--- config.mk ---
export PLATFORM = sky130hd
export DESIGN_NAME = gpio_mux_bank
export DESIGN_NICKNAME = d
export VERILOG_FILES = /design/src/rtl/gpio_bank_pkg.sv /design/src/rtl/gpio_setclr_reg.sv /design/src/rtl/gpio_bank_regs.sv /design/src/rtl/gpio_in_filter.sv /design/src/rtl/gpio_pad_mux.sv /design/src/rtl/gpio_mux_bank.sv
export SDC_FILE = /design/constraint.sdc
export NUM_CORES = 1
export LEC_CHECK = 0
export BUFFER_PORTS_ARGS = -buffer_cell sky130_fd_sc_hd__buf_2
export CELL_PAD_IN_SITES_DETAIL_PLACEMENT = 1
export CELL_PAD_IN_SITES_GLOBAL_PLACEMENT = 1
export CORE_AREA = 2 2 250 252
export CTS_CLUSTER_SIZE = 16
export DETAILED_ROUTE_END_ITERATION = 12
export DIE_AREA = 0 0 252 254
export GPL_ROUTABILITY_DRIVEN = 0
export GPL_TIMING_DRIVEN = 0
export PLACE_DENSITY_LB_ADDON = 0.15
export SYNTH_ARGS = -nofsm -noshare
export SYNTH_HDL_FRONTEND = slang
export SYNTH_SLANG_ARGS = --single-unit
--- constraint.sdc ---
create_clock -name clk -period 2.82 [get_ports clk]
set_input_delay 0 -clock clk [delete_from_list [all_inputs] [get_ports clk]]
set_output_delay 0 -clock clk [all_outputs]
set_load 0.005 [all_outputs]
--- src/rtl/gpio_bank_pkg.sv ---
// Package: shared constants for the GPIO bank.
// Assumes word addressing. Control k uses addresses 3k, 3k+1 and 3k+2.
package gpio_bank_pkg;
    localparam int ADDR_W = 5;
    localparam int NCTL   = 8;

    // Control indices in the set/clear/status array
    localparam int CTL_GEN   = 0;
    localparam int CTL_OE    = 1;
    localparam int CTL_DO    = 2;
    localparam int CTL_PU    = 3;
    localparam int CTL_PD    = 4;
    localparam int CTL_MD    = 5;
    localparam int CTL_FEN   = 6;
    localparam int CTL_FTYPE = 7;

    localparam logic [ADDR_W-1:0] A_SEL_LO = 5'd24;
    localparam logic [ADDR_W-1:0] A_SEL_HI = 5'd25;
    localparam logic [ADDR_W-1:0] A_DIV    = 5'd26;
    localparam logic [ADDR_W-1:0] A_PIN    = 5'd27;
endpackage

--- src/rtl/gpio_setclr_reg.sv ---
// Module: a per-pin control word with a set address and a clear address.
// Assumes that the set and clear addresses differ. A 1 bit acts and a 0 bit is ignored.
module gpio_setclr_reg #(
    parameter int                  NPIN     = 32,
    parameter int                  AW       = 5,
    parameter logic [AW-1:0]       SET_ADDR = '0,
    parameter logic [AW-1:0]       CLR_ADDR = '1,
    parameter logic [NPIN-1:0]     RST_VAL  = '0
) (
    input  logic            clk,
    input  logic            rst_n,
    input  logic            wr_en,
    input  logic [AW-1:0]   wr_addr,
    input  logic [NPIN-1:0] wr_data,
    output logic [NPIN-1:0] q
);
    // Apply a set or clear mask on a matching write
    always_ff @(posedge clk) begin
        if (!rst_n)
            q <= RST_VAL;
        else if (wr_en && wr_addr == SET_ADDR)
            q <= q | wr_data;
        else if (wr_en && wr_addr == CLR_ADDR)
            q <= q & ~wr_data;
    end
endmodule

--- src/rtl/gpio_bank_regs.sv ---
// Module: register file of the bank. It holds the set/clear controls, the select words
// and the divider, and drives the read mux.
// Assumes NPIN >= DIV_W, so the divider fits in one read word.
module gpio_bank_regs
    import gpio_bank_pkg::*;
#(
    parameter int NPIN  = 32,
    parameter int DIV_W = 8
) (
    input  logic              clk,
    input  logic              rst_n,
    input  logic              req_valid,
    input  logic              req_write,
    input  logic [ADDR_W-1:0] req_addr,
    input  logic [NPIN-1:0]   req_wdata,
    input  logic [NPIN-1:0]   pin_level,
    output logic [NPIN-1:0]   rsp_rdata,
    output logic [NPIN-1:0]   ctl_q [NCTL],
    output logic [NPIN-1:0]   sel_lo_q,
    output logic [NPIN-1:0]   sel_hi_q,
    output logic [DIV_W-1:0]  div_q
);
    logic wr_en;
    assign wr_en = req_valid && req_write;

    // One set/clear register per control, at addresses 3k and 3k+1
    for (genvar k = 0; k < NCTL; k++) begin : g_ctl
        localparam logic [NPIN-1:0] RV =
            (k == CTL_GEN || k == CTL_PU) ? {NPIN{1'b1}} : '0;
        gpio_setclr_reg #(
            .NPIN(NPIN), .AW(ADDR_W),
            .SET_ADDR(ADDR_W'(3 * k)), .CLR_ADDR(ADDR_W'(3 * k + 1)),
            .RST_VAL(RV)
        ) u_ctl (
            .clk(clk), .rst_n(rst_n), .wr_en(wr_en),
            .wr_addr(req_addr), .wr_data(req_wdata), .q(ctl_q[k])
        );
    end

    // Plain read/write select words and divider
    always_ff @(posedge clk) begin
        if (!rst_n) begin
            sel_lo_q <= '0;
            sel_hi_q <= '0;
            div_q    <= '0;
        end else if (wr_en) begin
            if (req_addr == A_SEL_LO) sel_lo_q <= req_wdata;
            if (req_addr == A_SEL_HI) sel_hi_q <= req_wdata;
            if (req_addr == A_DIV)    div_q    <= req_wdata[DIV_W-1:0];
        end
    end

    // Read mux: status words, selects, divider and pin data. Everything else reads zero
    always_comb begin
        rsp_rdata = '0;
        if (req_valid && !req_write) begin
            for (int k = 0; k < NCTL; k++)
                if (req_addr == ADDR_W'(3 * k + 2)) rsp_rdata = ctl_q[k];
            if (req_addr == A_SEL_LO) rsp_rdata = sel_lo_q;
            if (req_addr == A_SEL_HI) rsp_rdata = sel_hi_q;
            if (req_addr == A_DIV)    rsp_rdata = NPIN'(div_q);
            if (req_addr == A_PIN)    rsp_rdata = pin_level;
        end
    end
endmodule

--- src/rtl/gpio_in_filter.sv ---
// Module: input path. It synchronizes the pads, runs the shared debounce tick and the
// per-pin glitch or debounce filter.
// Assumes that the pad inputs are asynchronous. The filter state runs all the time, so
// turning the filter on takes effect at once.
module gpio_in_filter #(
    parameter int NPIN  = 32,
    parameter int DIV_W = 8
) (
    input  logic             clk,
    input  logic             rst_n,
    input  logic [NPIN-1:0]  pad_i,
    input  logic [NPIN-1:0]  fen,
    input  logic [NPIN-1:0]  ftype,
    input  logic [DIV_W-1:0] div,
    output logic [NPIN-1:0]  pin_level
);
    localparam int CNT_W = DIV_W + 1;

    logic [NPIN-1:0]  sync1, sync2;
    logic [CNT_W-1:0] tick_cnt;
    logic [CNT_W-1:0] tick_lim;
    logic             tick;

    // Two-flop synchronizer on every pad
    always_ff @(posedge clk) begin
        if (!rst_n) begin
            sync1 <= '0;
            sync2 <= '0;
        end else begin
            sync1 <= pad_i;
            sync2 <= sync1;
        end
    end

    // Shared tick every 2*(div+1) clocks
    assign tick_lim = {div, 1'b1};
    assign tick     = (tick_cnt >= tick_lim);

    always_ff @(posedge clk) begin
        if (!rst_n)    tick_cnt <= '0;
        else if (tick) tick_cnt <= '0;
        else           tick_cnt <= tick_cnt + 1'b1;
    end

    for (genvar n = 0; n < NPIN; n++) begin : g_pin
        logic last_s, filt_s, step;
        // Glitch type samples every clock; debounce type samples on the tick
        assign step = ftype[n] ? tick : 1'b1;

        // Pass a level once two successive samples agree
        always_ff @(posedge clk) begin
            if (!rst_n) begin
                last_s <= 1'b0;
                filt_s <= 1'b0;
            end else if (step) begin
                last_s <= sync2[n];
                if (sync2[n] == last_s) filt_s <= sync2[n];
            end
        end

        assign pin_level[n] = fen[n] ? filt_s : sync2[n];
    end
endmodule

--- src/rtl/gpio_pad_mux.sv ---
// Module: per-pin output mux between the GPIO logic (with open-drain) and four peripherals.
// Assumes that the peripheral buses are laid out as peripheral p, pin n at p*NPIN+n.
module gpio_pad_mux #(
    parameter int NPIN  = 32,
    parameter int NPER  = 4
) (
    input  logic [NPIN-1:0]      gen,
    input  logic [NPIN-1:0]      oe,
    input  logic [NPIN-1:0]      dout,
    input  logic [NPIN-1:0]      md,
    input  logic [NPIN-1:0]      sel_lo,
    input  logic [NPIN-1:0]      sel_hi,
    input  logic [NPER*NPIN-1:0] periph_o,
    input  logic [NPER*NPIN-1:0] periph_oe,
    output logic [NPIN-1:0]      pad_o,
    output logic [NPIN-1:0]      pad_oe
);
    for (genvar n = 0; n < NPIN; n++) begin : g_pin
        logic [1:0] psel;
        logic       g_o, g_oe;
        assign psel = {sel_hi[n], sel_lo[n]};

        // GPIO drive: open-drain releases the pad for a 1
        always_comb begin
            g_o  = md[n] ? 1'b0 : dout[n];
            g_oe = oe[n] && !(md[n] && dout[n]);
        end

        // Choose between GPIO and the selected peripheral
        always_comb begin
            if (gen[n]) begin
                pad_o[n]  = g_o;
                pad_oe[n] = g_oe;
            end else begin
                pad_o[n]  = periph_o[32'(psel) * NPIN + n];
                pad_oe[n] = periph_oe[32'(psel) * NPIN + n];
            end
        end
    end
endmodule

--- src/rtl/gpio_mux_bank.sv ---
// Module: top of the GPIO bank. It joins the register file, the input filter and the pad mux.
// Assumes a single-cycle register port with reads returned in the same cycle.
module gpio_mux_bank
    import gpio_bank_pkg::*;
#(
    parameter int NPIN  = 32,
    parameter int DIV_W = 8
) (
    input  logic                clk,
    input  logic                rst_n,
    input  logic                req_valid,
    input  logic                req_write,
    input  logic [ADDR_W-1:0]   req_addr,
    input  logic [NPIN-1:0]     req_wdata,
    output logic [NPIN-1:0]     rsp_rdata,
    input  logic [NPIN-1:0]     pad_i,
    output logic [NPIN-1:0]     pad_o,
    output logic [NPIN-1:0]     pad_oe,
    output logic [NPIN-1:0]     pad_pu,
    output logic [NPIN-1:0]     pad_pd,
    input  logic [4*NPIN-1:0]   periph_o,
    input  logic [4*NPIN-1:0]   periph_oe,
    output logic [NPIN-1:0]     periph_i
);
    logic [NPIN-1:0]  ctl_q [NCTL];
    logic [NPIN-1:0]  sel_lo_q, sel_hi_q, pin_level;
    logic [NPIN-1:0]  gen_q, oe_q, do_q, md_q;
    logic [DIV_W-1:0] div_q;

    assign gen_q = ctl_q[CTL_GEN];
    assign oe_q  = ctl_q[CTL_OE];
    assign do_q  = ctl_q[CTL_DO];
    assign md_q  = ctl_q[CTL_MD];

    gpio_bank_regs #(.NPIN(NPIN), .DIV_W(DIV_W)) u_regs (
        .clk(clk), .rst_n(rst_n),
        .req_valid(req_valid), .req_write(req_write),
        .req_addr(req_addr), .req_wdata(req_wdata),
        .pin_level(pin_level), .rsp_rdata(rsp_rdata),
        .ctl_q(ctl_q), .sel_lo_q(sel_lo_q), .sel_hi_q(sel_hi_q), .div_q(div_q)
    );

    gpio_in_filter #(.NPIN(NPIN), .DIV_W(DIV_W)) u_filt (
        .clk(clk), .rst_n(rst_n), .pad_i(pad_i),
        .fen(ctl_q[CTL_FEN]), .ftype(ctl_q[CTL_FTYPE]), .div(div_q),
        .pin_level(pin_level)
    );

    gpio_pad_mux #(.NPIN(NPIN), .NPER(4)) u_mux (
        .gen(gen_q), .oe(oe_q), .dout(do_q), .md(md_q),
        .sel_lo(sel_lo_q), .sel_hi(sel_hi_q),
        .periph_o(periph_o), .periph_oe(periph_oe),
        .pad_o(pad_o), .pad_oe(pad_oe)
    );

    assign pad_pu   = ctl_q[CTL_PU];
    assign pad_pd   = ctl_q[CTL_PD];
    assign periph_i = pin_level;
endmodule

==> flow_summary.ini, run 1 <==
[status]
status = finished, violations left
violations = negative setup slack

[layout]
synthToLayoutAreaGrowth_pct = 23.9
num-nets-final = 3987
final_cells = 4486
drive_gt1_share_pct = 21.7
final_core_util_pct = 50.3

[grt]
grt_pass1_wl_mm = 190
antenna_found_initial = 9
grt.total_usage_pct = 39.9
grt_max_degree = 14
grt_pass1_vias = 29000
overflow = 0

[timing]
skew_ns = 0.0113
finalHoldViolations = 0
post-route-period-util_pct = 101
max_slew_margin_pct = 6.97
fmax_ghz = 0.352
fin_crit_ns = 2.84
worst_slack_ns = -0.0236
setup_viol_count_final = 1
worst_slew_pin_slew_ns = 1.38
slew_viol_final = 0

[yosys]
ys_types = 63
synth_area_leaders = dfxtp_1, nand2_1, mux4_2
syn-instance-count = 3043
synth-edff-count = 0
synth-main-ff-cell = dfxtp_1
yosys.area.top_type = dfxtp_1
ys_warn_count = 0
synth_top_area_share_pct = 37.4
syn-cell-area_mm2 = 0.0249
syn_nets = 3381
ys_async_sr_fraction_pct = 0
synth_most_common_cell = dfxtp_1
ys_top_cells_by_count = dfxtp_1, nand2_1, clkbuf_1
ys_seq_elements = 465
syn_area_per_cell_um2 = 8.17
yosysSeqAreaShare_pct = 37.4

[floorplanning]
rows = 91
core-area_mm2 = 0.0613
fp.dieW_um = 252
pin_count = 521
initial_utilization_pct = 40.6
die_h_um = 254
die_area_mm2 = 0.0640

[power]
vdd.ir_drop.worst_mv = 0.437
swShare_pct = 29.2
switchingPower_mw = 4.77
p_total_mw = 16.3
share_comb_of_total_power_pct = 14.1
power_frac_seq_pct = 41.4
p_int_mw = 11.6
power_leakage_nw = 11.5
p_per_area_mw_per_mm2 = 530
p_clk_share_pct = 44.5

[detailed_routing]
vias = 29300
drtPass1Iterations = 8
wl_mm = 133
avgRoutedWirePerCell_um = 29.7
drtIter0Drc = 3603
detail-route-antenna-nets = 0
viasPerCell = 6.53
route.detailed.drc = 0

[clock_tree]
h-tree-depth = 2
clock-sinks = 465
cts_buffers = 52
root_buffer = clkbuf_16
cts_buffer_depth = 3
insertion_delay_ns = 0.62
clk_pin_slew_worst_paths_ns = 0.06
cts_tree = built

[critical_path]
cp_slowest_stage_delay_ns = 0.71
cp.arrival_ns = 2.84
crit_chain = and3b_1 -> o21ai_0 -> a222oi_1 -> a211oi_1 -> a211oi_1 -> buf_2
crit_path_end_kind = primary output
start_kind = flip-flop
cp_common_cell = a211oi_1
required_ns = 2.82
cp_max_fo = 6
worstSetupPathType = flip-flop to primary output
cp_slowest_cell = a211oi_1

[placed_design]
dpl.hpwl_mm = 102
dp_cells = 4320
port_buffers = 487

[hold_path]
hold_path.class = input pin to flip-flop

[flow_run]
cap_violations = 0
==> layer usage <==
metal	GRT usage, %	vias to the layer above	part of all wire (%)
met2	63.9	2111	45
li1	-	12300	-
met1	48.6	14300	37
met3	10.1	559	11
met4	23.4	14	6.6
met5	0	-	0.064
==> worst max-delay path, delay by kind of cell, from the launching register on <==
| family | cells | cell delay [ns] |
|---|---|---|
| buf+inv | 1 | 0.24 |
| compound gates | 4 | 1.31 |
| simple gates | 1 | 0.20 |
| flops | 1 | 0.47 |
==> logic make-up (layout without fill, tap and decap cells) <==
family,Yosys count,count (layout),synth area share (%)
buffers and inverters,496,1146,8.73
AOI/OAI and AO/OA,987,987,26.5
xor gates and xnor gates,8,8,0.282
DFF,465,465,37.4
muxes,144,144,9.07
adders and majority gates,9,9,0.453
and+or+nand+nor,934,934,17.5
other,0,3,0
==> worst paths after layout <==
path / cells after the start / startpoint / endpoint / slack, ns
setup / recovery: 6 / flip-flop / rsp_rdata[31] / -0.02
hold / removal: 5 / req_addr[0] / u_regs.sel_lo_q[0]$_SDFFE_PN0P_ / 0.06
setup reg to reg: 8 / u_regs.div_q[4]$_SDFFE_PN0P_ / u_filt.g_pin[21].filt_s$_SDFFE_PN0P_ / 0.04
hold reg to reg: 1 / u_filt.sync1[17]$_SDFF_PN0_ / u_filt.sync2[17]$_SDFF_PN0_ / 0.43
==> cells in the final DEF (no fill, tap or decap), drive strengths merged, types with 32 or more instances in the layout <==
master / n
a211oi: 68
a21oi: 235
a221o: 64
a22oi: 96
a311oi: 72
a31oi: 33
and2: 67
buf: 610
clkbuf: 328
dfxtp: 465
dlygate4sd3: 64
inv: 123
mux2i: 70
mux4: 64
nand2: 423
nand3: 169
nand3b: 34
nor2: 160
o2111ai: 32
o211ai: 34
o21ai: 249
==> layout make-up <==
class                           count  area [µm²]
Timing Repair Buffer              552        3090
Multi-Input combinational cell   2082       13400
Buffer                            373        1730
Clock inverter                     21         230
Tap cell                          790         988
Clock buffer                       77        1580
Fill cell                        7615       30400
Antenna cell                        3        7.51
Inverter                          123         462
Sequential cell                   465        9310
==> power groups by stage <==
stage	registers (mW)	logic [mW]	clock network (mW)
CTS	6.77	2.20	7.23
global placement	6.91	2.06	0
global route	6.77	2.38	7.51
finish	6.77	2.30	7.27
detailed placement	6.91	2.11	0
floorplan	6.87	1.07	0
==> metrics by stage <==
step / area [µm²] / setup WS, ns / hold WS [ns] / setup TNS [ns]
after floorplan: 24900 / 0.796 / 0.127 / 0
after global placement: 28300 / -0.0956 / 0.212 / -0.0956
after detailed placement: 28300 / -0.0909 / 0.210 / -0.0909
after CTS: 30800 / 0.00571 / 0.00529 / 0
after global routing: 30800 / -0.0318 / 0.0660 / -0.0518
final: 30800 / -0.0236 / 0.0586 / -0.0236
==> what timing repair did <==
item | CTS | global route
gates resized for setup | 0 | 34
setup endpoints to repair | 1 | 76
setup buffers | 1 | 0
endpoints found under the hold margin | 195 | 0
pin swaps | 1 | 0
hold buffers | 64 | 0
Power figures use the tool's default switching activity.
==> inputs of run 2 (changes only) <==
MAX_ROUTING_LAYER = met4   (was not set)
SKIP_CTS_REPAIR_TIMING = 1   (was not set)
SLEW_MARGIN = 10   (was not set)
==> flow_summary.ini, run 2 (synthesized netlist as in run 1, its figures left out) <==
[status]
status = finished, violations left
violations = negative hold slack, negative setup slack

[grt]
grt_pass1_wl_mm = 188
grt_pass1_vias = 28800
antenna_found_initial = 7
grt.total_usage_pct = 40.8
overflow = 0
grt_max_degree = 14

[layout]
final_cells = 4491
layout_commonest_cell = buf_2
synthToLayoutAreaGrowth_pct = 23.9
n_fill_cell = 7610
num-nets-final = 3988
final_cell_mix = buf_2, dfxtp_1, nand2_1
drive_gt1_share_pct = 21.7

[detailed_routing]
viasPerCell = 6.55
vias = 29400
route.detailed.drc = 0
detail-route-antenna-nets = 0
drtPass1Iterations = 8
avgRoutedWirePerCell_um = 29.7
wl_mm = 133
drtIter0Drc = 3724

[timing]
hold_ws_ns = -0.0358
setup_viol_count_final = 4
post-route-period-util_pct = 105
worst_slew_pin_slew_ns = 1.36
skew_ns = 0.0119
worst_slack_ns = -0.130
finalHoldViolations = 6
fin_crit_ns = 2.95
fmax_ghz = 0.339
max_slew_margin_pct = 8.60
slew_viol_final = 0

[critical_path]
worstSetupPathType = flip-flop to primary output
cp_max_fo = 6
crit_path_end_kind = primary output
required_ns = 2.82
ff2ff_setup_slack_ns = 0.03
cp.arrival_ns = 2.95
start_kind = flip-flop

[clock_tree]
cts_buffers = 52
clock-sinks = 465
insertion_delay_ns = 0.62
root_buffer = clkbuf_16
h-tree-depth = 2
clk_pin_slew_worst_paths_ns = 0.06
cts_tree = built
cts_buffer_depth = 3

[power]
share_comb_of_total_power_pct = 14.1
power_leakage_nw = 11.5
power_frac_seq_pct = 41.4
swShare_pct = 29.2
p_clk_share_pct = 44.5
p_per_area_mw_per_mm2 = 531
vdd.ir_drop.worst_mv = 0.442
switchingPower_mw = 4.78
p_int_mw = 11.6

[floorplanning]
rows = 91
die_area_mm2 = 0.0640
fp.dieW_um = 252
pin_count = 521
die_h_um = 254
core-area_mm2 = 0.0613
initial_utilization_pct = 40.6

[placed_design]
place_ws_ns = -0.0909
port_buffers = 487
dpl.hpwl_mm = 102
dp_cells = 4320

[hold_path]
hold_path.class = input pin to flip-flop

[flow_run]
cap_violations = 0
[run 2: cell types whose count changed in the layout (fill, tap and decap cells not counted)]
cell and change:
buf_4 +3, clkbuf_1 +1, clkbuf_2 -2, clkdlybuf4s15_1 +1
diode_2 +4, dlygate4sd3_1 -2
[run 2: area by class of cell]
type / count / area (µm²) / share of cell area [%]
clock inverters: 21 / 230 / 0.747
inverters: 123 / 462 / 1.50
clock buffers: 77 / 1580 / 5.12
repair buffers: 553 / 3090 / 10.0
well taps: 790 / 988 / 3.21
plain buffers: 373 / 1730 / 5.62
diodes: 7 / 17.5 / 0.0568
flip-flops and latches: 465 / 9310 / 30.2
multi-input cells: 2082 / 13400 / 43.5
[run 2: power groups by stage]
stage                     logic [mW]  clock network, mW  registers, mW
after detailed placement        2.11                  0           6.91
after global placement          2.06                  0           6.91
final                           2.31               7.27           6.77
after global routing            2.38               7.51           6.77
after floorplan                 1.07                  0           6.87
after CTS                       2.13               7.23           6.77
[run 2: final timing paths]
path,start,cells past startpoint,end
max,flip-flop,6,rsp_rdata[31]
min,req_wdata[24],3,flip-flop
max reg2reg,u_regs.div_q[4]$_SDFFE_PN0P_,8,u_filt.g_pin[21].filt_s$_SDFFE_PN0P_
min reg2reg,u_filt.sync1[17]$_SDFF_PN0_,1,u_filt.sync2[17]$_SDFF_PN0_
[run 2: per-layer routing]
layer	part of all wire (%)	up-vias	track usage, %
met3	11	557	9.22
met5	0	-	-
li1	-	12300	-
met1	37	14400	48.8
met4	6.3	0	22.4
met2	45	2178	63.8
[run 2: stage by stage]
step / utilization [%] / TNS, ns / total power [mW] / cell area, µm²
finish: 50.3 / -0.209 / 16.4 / 30800
global route: 50.3 / -0.0150 / 16.7 / 30800
CTS: 49.1 / -0.108 / 16.1 / 30100
detailed placement: 46.2 / -0.0909 / 9.03 / 28300
global placement: 46.2 / -0.0956 / 8.97 / 28300
floorplan: - / 0 / 7.94 / 24900
[run 2: worst max-delay path: stages, from the launching register on]
cell,delay [ns]
dfxtp_1,0.49
and3b_1,0.20
o21ai_0,0.07
a222oi_1,0.39
a211oi_1,0.19
a211oi_1,0.75
buf_2,0.25
